### config.mk
export PLATFORM = sky130hd
export DESIGN_NAME = pwr_ilk_ctrl
export DESIGN_NICKNAME = d
export VERILOG_FILES = /design/src/rtl/pwr_ilk_pkg.sv /design/src/rtl/pwr_ilk_filt.sv /design/src/rtl/pwr_ilk_seq.sv /design/src/rtl/pwr_ilk_ctrl.sv
export SDC_FILE = /design/constraint.sdc
export NUM_CORES = 1
export LEC_CHECK = 0
export ABC_AREA = 1
export BUFFER_PORTS_ARGS = -buffer_cell sky130_fd_sc_hd__buf_2
export CELL_PAD_IN_SITES_DETAIL_PLACEMENT = 0
export CELL_PAD_IN_SITES_GLOBAL_PLACEMENT = 1
export CORE_ASPECT_RATIO = 1.4
export CORE_MARGIN = 2
export CORE_UTILIZATION = 37
export CTS_BUF_LIST = sky130_fd_sc_hd__clkbuf_16
export DETAILED_ROUTE_END_ITERATION = 7
export GPL_ROUTABILITY_DRIVEN = 1
export PLACE_DENSITY_LB_ADDON = 0.3
export SLEW_MARGIN = 15
export SYNTH_ARGS = -nofsm -noshare
export SYNTH_HDL_FRONTEND = slang
export SYNTH_SLANG_ARGS = --single-unit
### constraint.sdc
create_clock -name clk -period 1.8 [get_ports clk]
set_input_delay 0.09 -clock clk [delete_from_list [all_inputs] [get_ports clk]]
set_output_delay 0.09 -clock clk [all_outputs]
set_load 0.05 [all_outputs]
### src/rtl/pwr_ilk_pkg.sv
`timescale 1ns/1ps
package pwr_ilk_pkg;

  typedef enum logic [1:0] {
    CLS_FULL = 2'd0,
    CLS_QSGL = 2'd1,
    CLS_QDUAL = 2'd2,
    CLS_PONLY = 2'd3
  } ilk_cls_e;

  typedef enum logic [1:0] {
    ST_LOCK = 2'd0,
    ST_UNL  = 2'd1,
    ST_RDY  = 2'd2,
    ST_ON   = 2'd3
  } ilk_st_e;

  localparam int NUM_STAT = 3;
  localparam int IDX_CIRC = 0;
  localparam int IDX_CONV = 1;
  localparam int IDX_COOL = 2;

endpackage

### src/rtl/pwr_ilk_filt.sv
`timescale 1ns/1ps
module pwr_ilk_filt #(
  parameter int FILT_LEN = 4
) (
  input  logic clk,
  input  logic rst_n,
  input  logic raw_i,
  output logic filt_o
);
  localparam int CW = $clog2(FILT_LEN + 1);
  localparam logic [CW-1:0] CNT_LAST = CW'(FILT_LEN - 1);

  logic [1:0]    sync_q;
  logic          filt_q, filt_d;
  logic [CW-1:0] cnt_q, cnt_d;

  always_comb begin
    filt_d = filt_q;
    cnt_d  = cnt_q;
    if (sync_q[1] == filt_q) begin
      cnt_d = '0;
    end else if (cnt_q == CNT_LAST) begin
      filt_d = sync_q[1];
      cnt_d  = '0;
    end else begin
      cnt_d = cnt_q + 1'b1;
    end
  end

  always_ff @(posedge clk or negedge rst_n) begin
    if (!rst_n) begin
      sync_q <= '0;
      filt_q <= 1'b0;
      cnt_q  <= '0;
    end else begin
      sync_q <= {sync_q[0], raw_i};
      filt_q <= filt_d;
      cnt_q  <= cnt_d;
    end
  end

  assign filt_o = filt_q;
endmodule

### src/rtl/pwr_ilk_seq.sv
`timescale 1ns/1ps
module pwr_ilk_seq
  import pwr_ilk_pkg::*;
(
  input  logic                clk,
  input  logic                rst_n,
  input  logic [1:0]          cls_i,
  input  logic [NUM_STAT-1:0] stat_ok_i,
  input  logic                glob_ok_i,
  input  logic                startup_ok_i,
  input  logic                unlatch_i,
  input  logic                clear_i,
  input  logic                permit_req_i,
  output logic                permit1_o,
  output logic                permit2_o,
  output logic                abort_ok_o,
  output logic                dischg_ok_o,
  output logic                ready_o
);
  ilk_st_e st_q, st_d;
  logic    abt_lat_q, abt_lat_d;
  logic    dis_lat_q, dis_lat_d;
  logic    uses_quench, uses_cool, dual_perm;
  logic    trip, unl_ok;

  assign uses_quench = (cls_i != CLS_PONLY);
  assign uses_cool   = (cls_i == CLS_FULL);
  assign dual_perm   = (cls_i == CLS_QDUAL);

  assign trip = !glob_ok_i
              | !stat_ok_i[IDX_CONV]
              | (uses_quench & !stat_ok_i[IDX_CIRC])
              | (uses_cool & !stat_ok_i[IDX_COOL]);

  assign unl_ok = (st_q == ST_LOCK) && unlatch_i && !trip;

  always_comb begin
    st_d = st_q;
    if (trip) begin
      st_d = ST_LOCK;
    end else begin
      unique case (st_q)
        ST_LOCK: if (unlatch_i) st_d = ST_UNL;
        ST_UNL:  if (clear_i)   st_d = ST_RDY;
        ST_RDY:  if (permit_req_i && startup_ok_i) st_d = ST_ON;
        ST_ON:   st_d = ST_ON;
        default: st_d = ST_LOCK;
      endcase
    end
  end

  always_comb begin
    abt_lat_d = abt_lat_q;
    if (unl_ok) abt_lat_d = 1'b0;
    if (uses_quench && (!stat_ok_i[IDX_CIRC] || !glob_ok_i)) abt_lat_d = 1'b1;
  end

  always_comb begin
    dis_lat_d = dis_lat_q;
    if (unl_ok) dis_lat_d = 1'b0;
    if (uses_cool && !stat_ok_i[IDX_COOL]) dis_lat_d = 1'b1;
  end

  always_ff @(posedge clk or negedge rst_n) begin
    if (!rst_n) begin
      st_q      <= ST_LOCK;
      abt_lat_q <= 1'b1;
      dis_lat_q <= 1'b1;
    end else begin
      st_q      <= st_d;
      abt_lat_q <= abt_lat_d;
      dis_lat_q <= dis_lat_d;
    end
  end

  assign permit1_o   = (st_q == ST_ON);
  assign permit2_o   = (st_q == ST_ON) && dual_perm;
  assign abort_ok_o  = uses_quench && !abt_lat_q;
  assign dischg_ok_o = uses_cool && !dis_lat_q;
  assign ready_o     = (st_q == ST_RDY);
endmodule

### src/rtl/pwr_ilk_ctrl.sv
`timescale 1ns/1ps
module pwr_ilk_ctrl
  import pwr_ilk_pkg::*;
#(
  parameter int FILT_LEN = 4
) (
  input  logic       clk,
  input  logic       rst_n,
  input  logic [1:0] cls_i,
  input  logic       circuit_ok_i,
  input  logic       conv_ok_i,
  input  logic       coolant_ok_i,
  input  logic       glob_ok_i,
  input  logic       startup_ok_i,
  input  logic       unlatch_i,
  input  logic       clear_i,
  input  logic       permit_req_i,
  output logic       permit1_o,
  output logic       permit2_o,
  output logic       abort_ok_o,
  output logic       dischg_ok_o,
  output logic       ready_o
);
  logic [1:0]          rst_sync_q;
  logic                rst_int_n;
  logic [NUM_STAT-1:0] stat_raw;
  logic [NUM_STAT-1:0] stat_flt;

  always_ff @(posedge clk or negedge rst_n) begin
    if (!rst_n) rst_sync_q <= '0;
    else        rst_sync_q <= {rst_sync_q[0], 1'b1};
  end
  assign rst_int_n = rst_sync_q[1];

  assign stat_raw[IDX_CIRC] = circuit_ok_i;
  assign stat_raw[IDX_CONV] = conv_ok_i;
  assign stat_raw[IDX_COOL] = coolant_ok_i;

  for (genvar g = 0; g < NUM_STAT; g++) begin : g_filt
    pwr_ilk_filt #(.FILT_LEN(FILT_LEN)) u_filt (
      .clk    (clk),
      .rst_n  (rst_int_n),
      .raw_i  (stat_raw[g]),
      .filt_o (stat_flt[g])
    );
  end

  pwr_ilk_seq u_seq (
    .clk          (clk),
    .rst_n        (rst_int_n),
    .cls_i        (cls_i),
    .stat_ok_i    (stat_flt),
    .glob_ok_i    (glob_ok_i),
    .startup_ok_i (startup_ok_i),
    .unlatch_i    (unlatch_i),
    .clear_i      (clear_i),
    .permit_req_i (permit_req_i),
    .permit1_o    (permit1_o),
    .permit2_o    (permit2_o),
    .abort_ok_o   (abort_ok_o),
    .dischg_ok_o  (dischg_ok_o),
    .ready_o      (ready_o)
  );
endmodule

### Word-level counts from Yosys, hierarchy flattened

Cells that the tools add are included.

| cells by class | value |
|---|---|
| reductions and logical operators | 24 |
| add/subtract/negate cells | 3 |
| bitwise gates (word level) | 8 |
| equality and inequality tests | 14 |
| mux-type cells | 14 |

Operator list:

| cell | count |
|---|---|
| $mux W3 | 6 |
| $add A3 B1 Y3 const B | 3 |
| $eq A3 B2 Y1 const B | 3 |
| $logic_and A1 B1 Y1 | 8 |
| $mux W2 | 4 |
| $pmux W2 S4 | 1 |
| $logic_not A1 Y1 | 7 |
| $eq A2 B2 Y1 const B | 3 |
| $ne A3 B2 Y1 const B | 2 |
| $reduce_and A2 Y1 | 3 |
| $logic_not A2 Y1 | 2 |
| $reduce_bool A2 Y1 | 2 |
| $eq A1 B1 Y1 | 3 |
| $mux W1 | 3 |
| $ne A3 B1 Y1 const B | 1 |
| $not A1 Y1 | 3 |
| $or A1 B1 Y1 | 3 |
| $reduce_and A3 Y1 | 1 |
| $and A1 B1 Y1 | 2 |
| $eq A2 B1 Y1 const B | 1 |
| $ne A2 B2 Y1 const B | 1 |
| $logic_or A1 B1 Y1 | 1 |

| storage, ports and cells | value |
|---|---|
| output and inout port bits | 5 |
| register bits after elaboration | 24 |
| word-level logic and storage cells | 76 |

### Depth between registers and ports, before layout

Gate-level depths: netlist of the first run.

| logic depth | value |
|---|---|
| depth in word-level cells | 8 |
| gate-level depth with buffers | 5 |

### By module

A second synthesis of the first run with hierarchy kept.

| unflattened totals | value |
|---|---|
| cells, all modules | 117 |
| area total of the unflattened synthesis | 1,039.7 um^2 |

By module, submodules not included:

| module | area an instance (um^2) | times used | cells an instance |
|---|---|---|---|
| pwr_ilk_filt | 239.0 | 3 | 25 |
| pwr_ilk_seq | 269.0 | 1 | 39 |
| pwr_ilk_ctrl | 53.8 | 1 | 3 |

### Worst setup path before layout of the first run

Ideal clock, no wire load.

| timing | value |
|---|---|
| kind | flip-flop to output port |
| start point | register u_seq.st_q[0] |
| end point | output permit2_o |
| setup slack | 0.202 ns |
| data required time | 1.710 ns |
| stages on the path, launching flop included | 5 |
| arrival | 1.508 ns |
| buffers on the path | 0 |
| cell sequence | dfrtp_1 nand2_1 inv_1 nand2_1 nor2_1 |

| on the way | value |
|---|---|
| word-level cells in the longest chain between the ends | 2 |

Ends and longest elaborated chain:

| item | line | RTL |
|---|---|---|
| start: declaration | pwr_ilk_seq.sv:20 | `ilk_st_e st_q, st_d;` |
| start signal: assignment | pwr_ilk_seq.sv:70 | `st_q <= st_d;` |
| $eq A2 B2 Y1 | n/a |  |
| named net permit1_o | pwr_ilk_ctrl.sv:18 | `output logic permit1_o,` |
| $logic_and A1 B1 Y1 | pwr_ilk_seq.sv:77 | `assign permit2_o = (st_q == ST_ON) && dual_perm;` |
| end: declaration | pwr_ilk_ctrl.sv:19 | `output logic permit2_o,` |

The timed path passes the listed nets, and every way through them passes these cells.

### Worst setup path in the final report of the first run

| timing | value |
|---|---|
| start point | register u_seq.st_q[0] |
| end point | output permit2_o |

| on the way | value |
|---|---|
| word-level cells in the longest chain between the ends | 2 |

Ends and longest elaborated chain:

| item | line |
|---|---|
| $eq A2 B2 Y1 | pwr_ilk_seq.sv:77 |
| $logic_and A1 B1 Y1 | pwr_ilk_seq.sv:77 |

Every way passes these cells.

==> results of run 1 <==
[per-stage QoR]
stage	worst slack, ns	area (µm²)
after floorplan	0.202	928
after global placement	0.697	1060
after detailed placement	0.664	1060
after CTS	0.530	1180
after global routing	0.464	1180
final	0.548	1180
[kinds of logic (layout without fill, tap and decap cells)]
kind of cell,Yosys count,in the layout,share of synthesized area [%]
adder cells (fa/ha/maj),3,3,4.04
AND/OR/NAND/NOR,40,40,18.2
XOR/XNOR,3,3,2.83
multiplexers,1,1,1.21
buffers and inverters,10,35,4.04
other,1,1,0.404
flip-flops,24,24,65.0
AO/OA/AOI/OAI,6,6,4.31
[registers in the layout, summed over array words and instances (netlist names)]
signal and count:
u_seq.dis_lat_q 1, u_seq.st_q 2, g_filt.u_filt.sync_q 6, g_filt.u_filt.filt_o 3
rst_sync_q 2, u_seq.abt_lat_q 1, g_filt.u_filt.cnt_q 9
[power breakdown]
part / switching (mW) / internal (mW)
Clock: 0.166 / 0.296
Sequential: 0.0699 / 0.663
Combinational: 0.181 / 0.138
Total: 0.416 / 1.10
[worst min-delay path by stage]
stage / to / cells after the start
2_1_floorplan: rst_sync_q[0] / 0
3_3_place_gp: rst_sync_q[0] / 1
3_5_place_dp: rst_sync_q[0] / 1
4_1_cts: u_seq.abt_lat_q / 4
5_1_grt: u_seq.abt_lat_q / 4
6_report: u_seq.abt_lat_q / 4
[critical path, cell delays in order (launching register included)]
cell	delay, ns
dfrtp_1	0.40
nand2_1	0.07
inv_1	0.06
nand2_1	0.04
nor2_1	0.07
buf_2	0.26
[cell type report]
type                    instances  area [µm²]
multi-input cells              54         288
clock buffers                   3        75.1
well taps                      34        42.5
clock inverters                 1        3.75
flip-flops and latches         24         603
fillers                       231        1210
inverters                      10        37.5
repair buffers                 21         128
[routing by layer]
metal / vias up / GRT usage, %
met5: - / 0
met4: 0 / 6.43
met3: 4 / 3.15
met2: 7 / 19.1
met1: 301 / 13.7
li1: 322 / -
[layout by cell type, fill, tap and decap left out, types with 3 or more instances in the layout]
master,instances
dfrtp_1,22
nand2_1,21
buf_2,16
inv_1,11
nor2_1,9
nor3_1,6
dlygate4sd3_1,4
xnor2_1,3
ha_1,3
clkbuf_16,3
==> impl_metrics.yaml, run 1 <==
worst_setup_path:
  r2r_start: "g_filt[1].u_filt.cnt_q[0]"
  worst_r2r_endpoint: "g_filt[1].u_filt.filt_o"
  setup.worst_path.class: "reg -> out"
  rrSetupSlack_ns: 0.65
  cp-end-kind: "output pin"
  crit_fanout: 5
  start_kind: "flip-flop"
  startpoint: "u_seq.st_q[0]"
  crit_path_end: "permit2_o"
  worst_ep_required_time_ns: 1.71
  arrival_ns: 1.16
  r2r_cells: 3
clock_network:
  tritoncts: "yes"
  cts_root_buf: "clkbuf_16"
  cts_resized: 0
  numCtsBuffers: 3
  cts-htree-levels: 1
  post-cts-setup-buffers: 0
  clk_pin_slew_ns: 0.05
  cts_hold_buf: 4
  clock_path_buffers: 2
  cts.sinks: 24
  clock_latency_ns: 0.25
sta:
  fin_setup_tns_ns: 0
  max_freq_ghz: 0.799
  layout_min_cycle_time_ns: 1.25
  setup_viol: 0
  timing.final.max_slew_violations: 0
  hold_viol: 0
  final.setup_skew_ns: 0.00233
  rsz0062_at_grt: "false"
  final.hold.worst_slack_ns: 0.0778
  fin_crit_sh_pct: 69.5
power:
  p_per_area_mw_per_mm2: 1290
  cellLeakagePower_nw: 0.597
  power.total_mw: 1.51
  peakVddDrop_mv: 0.739
logic_synthesis:
  synth.area.top_cells: "dfrtp_1 (59%), nand2_1 (8.5%), dfstp_2 (5.7%)"
  synth_top_area_cell: "dfrtp_1"
  avgSynthCellArea_um2: 10.5
  ys_ff_latch: 24
  yosysTopAreaCellShare_pct: 59.3
  synthCells: 88
  synth_edf_count: 0
  seq_area_frac_synth_pct: 65.0
  netlist_area_um2: 928
  syn_nets: 103
  ys_types: 17
  synthArstFlopShare_pct: 100
  yosys-top-cells-count: "dfrtp_1 (22), nand2_1 (21), inv_1 (10), nor2_1 (9), nor3_1 (6)"
  synth_warnings: 0
  yosys_most_used_dff: "dfrtp_1"
  synth.most_common_cell: "dfrtp_1"
detailed_routing:
  avgRoutedWirePerCell_um: 10.0
  highest_layer: "met4"
  route.met2.wl_um: 814
  drt_wl_total_mm: 1.47
  met1_length_um: 599
  wl_met3_um: 37
  vias: 634
  drt_iter0_drc: 9
  drc_errors: 0
  drtAntennaViolNets: 0
  drt-pass1-iter-count: 4
  vias_per_cell: 4.31
cells_and_area:
  fin_nets: 129
  final_cell_count_no_fill: 147
  area_growth_pct: 26.8
  fin_util_pct: 49.2
  drive_gt1_share_pct: 23.0
  diodes: 0
die:
  dieWidth_um: 46.3
  die-area_mm2: 0.00293
  rows: 21
  core_mm2: 0.00239
  start_util_pct: 38.8
  die_h_um: 63.3
  ioPinCount: 17
outcome:
  status: "completed"
global_route:
  antenna_found_initial: 0
  grt_pass1_vias: 610
  grt_first_pass_wirelength_mm: 2.50
  grt_usage_pct: 11.9
  grt_overflow: 0
  grt_max_degree: 15
placed_design:
  place_inst: 139
  dpl.hpwl_mm: 1.11
  gp_congestion: 0.692
  io_buffers: 16
hold_path:
  hold_start: "glob_ok_i"
  worstHoldPathType: "in -> reg"
job:
  maxCapViolations: 0
Power figures use the tool's default switching activity.
==> inputs of run 2 (changes only) <==
Clock period 1.8 ns to 1.25 ns, I/O delays scaled along.
==> run 2 against run 1 <==
Effect of this change: count of clock-buffer cells in the layout is the same; largest cell class unchanged; highest routed layer unchanged; hold slack worse by 0.015 ns; sequential power is 45% higher; cell area rose by 2.4%; die area stayed put.
==> impl_metrics.yaml, run 2 (synthesis results as in run 1) <==
global_route:
  grt_overflow: 0
  grt_pass1_vias: 628
  grt_usage_pct: 11.4
  antenna_found_initial: 0
  grt_max_degree: 14
  grt_first_pass_wirelength_mm: 2.50
die:
  dieWidth_um: 46.3
  rows: 21
  start_util_pct: 38.8
  core_mm2: 0.00239
  die-area_mm2: 0.00293
  ioPinCount: 17
  die_h_um: 63.3
detailed_routing:
  drc_errors: 0
  drt_wl_total_mm: 1.33
  drt_iter0_drc: 2
  drt-pass1-iter-count: 3
  vias: 623
  vias_per_cell: 4.18
  drtAntennaViolNets: 0
  avgRoutedWirePerCell_um: 8.89
worst_setup_path:
  crit_chain: "nand2_1, inv_1, nand2_1, nor2_2, clkbuf_4"
  critPathMaxStageDelay_ns: 0.39
  arrival_ns: 1.11
  cp-end-kind: "output pin"
  setup.worst_path.class: "reg -> out"
  cpMaxStageDelayCell: "dfrtp_2"
  crit_top_cell: "nand2_1"
  startpoint: "u_seq.st_q[0]"
  r2r_cells: 3
  crit_fanout: 5
  start_kind: "flip-flop"
  worst_ep_required_time_ns: 1.19
  r2r_start: "g_filt[1].u_filt.cnt_q[0]"
  worst_r2r_endpoint: "g_filt[1].u_filt.filt_o"
  rrSetupSlack_ns: 0.12
job:
  maxCapViolations: 0
clock_network:
  clock_latency_ns: 0.25
  cts.sinks: 24
  tritoncts: "yes"
  cts_root_buf: "clkbuf_16"
  clock_path_buffers: 2
  clk_pin_slew_ns: 0.06
  cts-htree-levels: 1
  numCtsBuffers: 3
sta:
  setup_viol: 0
  layout_min_cycle_time_ns: 1.17
  fin_setup_tns_ns: 0
  hold_viol: 0
  fin_ws_ns: 0.0781
  rsz0062_at_grt: "false"
  final.hold.worst_slack_ns: 0.0631
  timing.final.max_slew_violations: 0
  fin_crit_sh_pct: 93.8
  max_freq_ghz: 0.853
  final.setup_skew_ns: 0.00245
power:
  p_per_area_mw_per_mm2: 1790
  power.total_mw: 2.16
  peakVddDrop_mv: 1.24
  cellLeakagePower_nw: 0.605
placed_design:
  dpl.hpwl_mm: 1.08
  placed_cell_area_mm2: 0.00108
  io_buffers: 16
  gp_congestion: 0.691
  place_inst: 140
  pre_cts_slack_ns: 0.124
cells_and_area:
  fin_util_pct: 50.4
  final-seq-area_um2: 604
  fillers: 242
  final_cell_count_no_fill: 149
  final_cell_mix: "nand2_1 (21), dfrtp_1 (21), buf_2 (15), inv_1 (11), nor2_1 (7)"
  fin_nets: 131
  final_area_mm2: 0.00121
  largest_reg_flops: 9
  diodes: 0
  multiInputGateArea_um2: 298
  area_growth_pct: 29.9
  drive_gt1_share_pct: 27.8
  largest_register: "g_filt.u_filt.cnt_q"
hold_path:
  worstHoldPathType: "in -> reg"
  hold_start: "glob_ok_i"
  min_to: "u_seq.abt_lat_q"
  hold_path_depth: 4
outcome:
  status: "completed"
[run 2: area by class of cell]
cell class              instances  area share, %
clock buffers                   3           6.22
clock inverters                 1          0.311
inverters                      10           3.11
multi-input cells              54           24.7
flip-flops and latches         24           50.1
well taps                      34           3.53
repair buffers                 23           12.0
[run 2: how the worst max path moves through the flow]
stage	end	slack, ns	depth (start not counted)
final	permit2_o	0.08	5
after global routing	permit2_o	0.007	5
after CTS	permit2_o	0.002	5
after detailed placement	g_filt[1].u_filt.filt_o	0.12	3
after global placement	g_filt[1].u_filt.filt_o	0.15	3
after floorplan	permit2_o	-0.14	4
[run 2: power breakdown]
part / leakage (nW) / internal (mW) / switching (mW)
combinational: 0.267 / 0.202 / 0.244
clock: 0.0423 / 0.425 / 0.232
sequential: 0.295 / 0.956 / 0.103
[run 2: routing by layer]
metal | track usage, % | wire length [µm]
met5 | 0 | 0
met4 | 4.29 | 18
met3 | 2.58 | 78
met2 | 18.8 | 638
met1 | 14.1 | 590
[run 2: repair_timing]
action	in CTS	in global routing
setup endpoints to repair	0	1
resized for setup	0	2
setup buffers	0	1
hold buffers	4	0
hold endpoints to repair	5	0
[run 2: critical path, delay by kind of cell (launching register included)]
family | cells | cell delay (ns)
simple gates | 3 | 0.18
flops | 1 | 0.39
buf+inv | 2 | 0.28
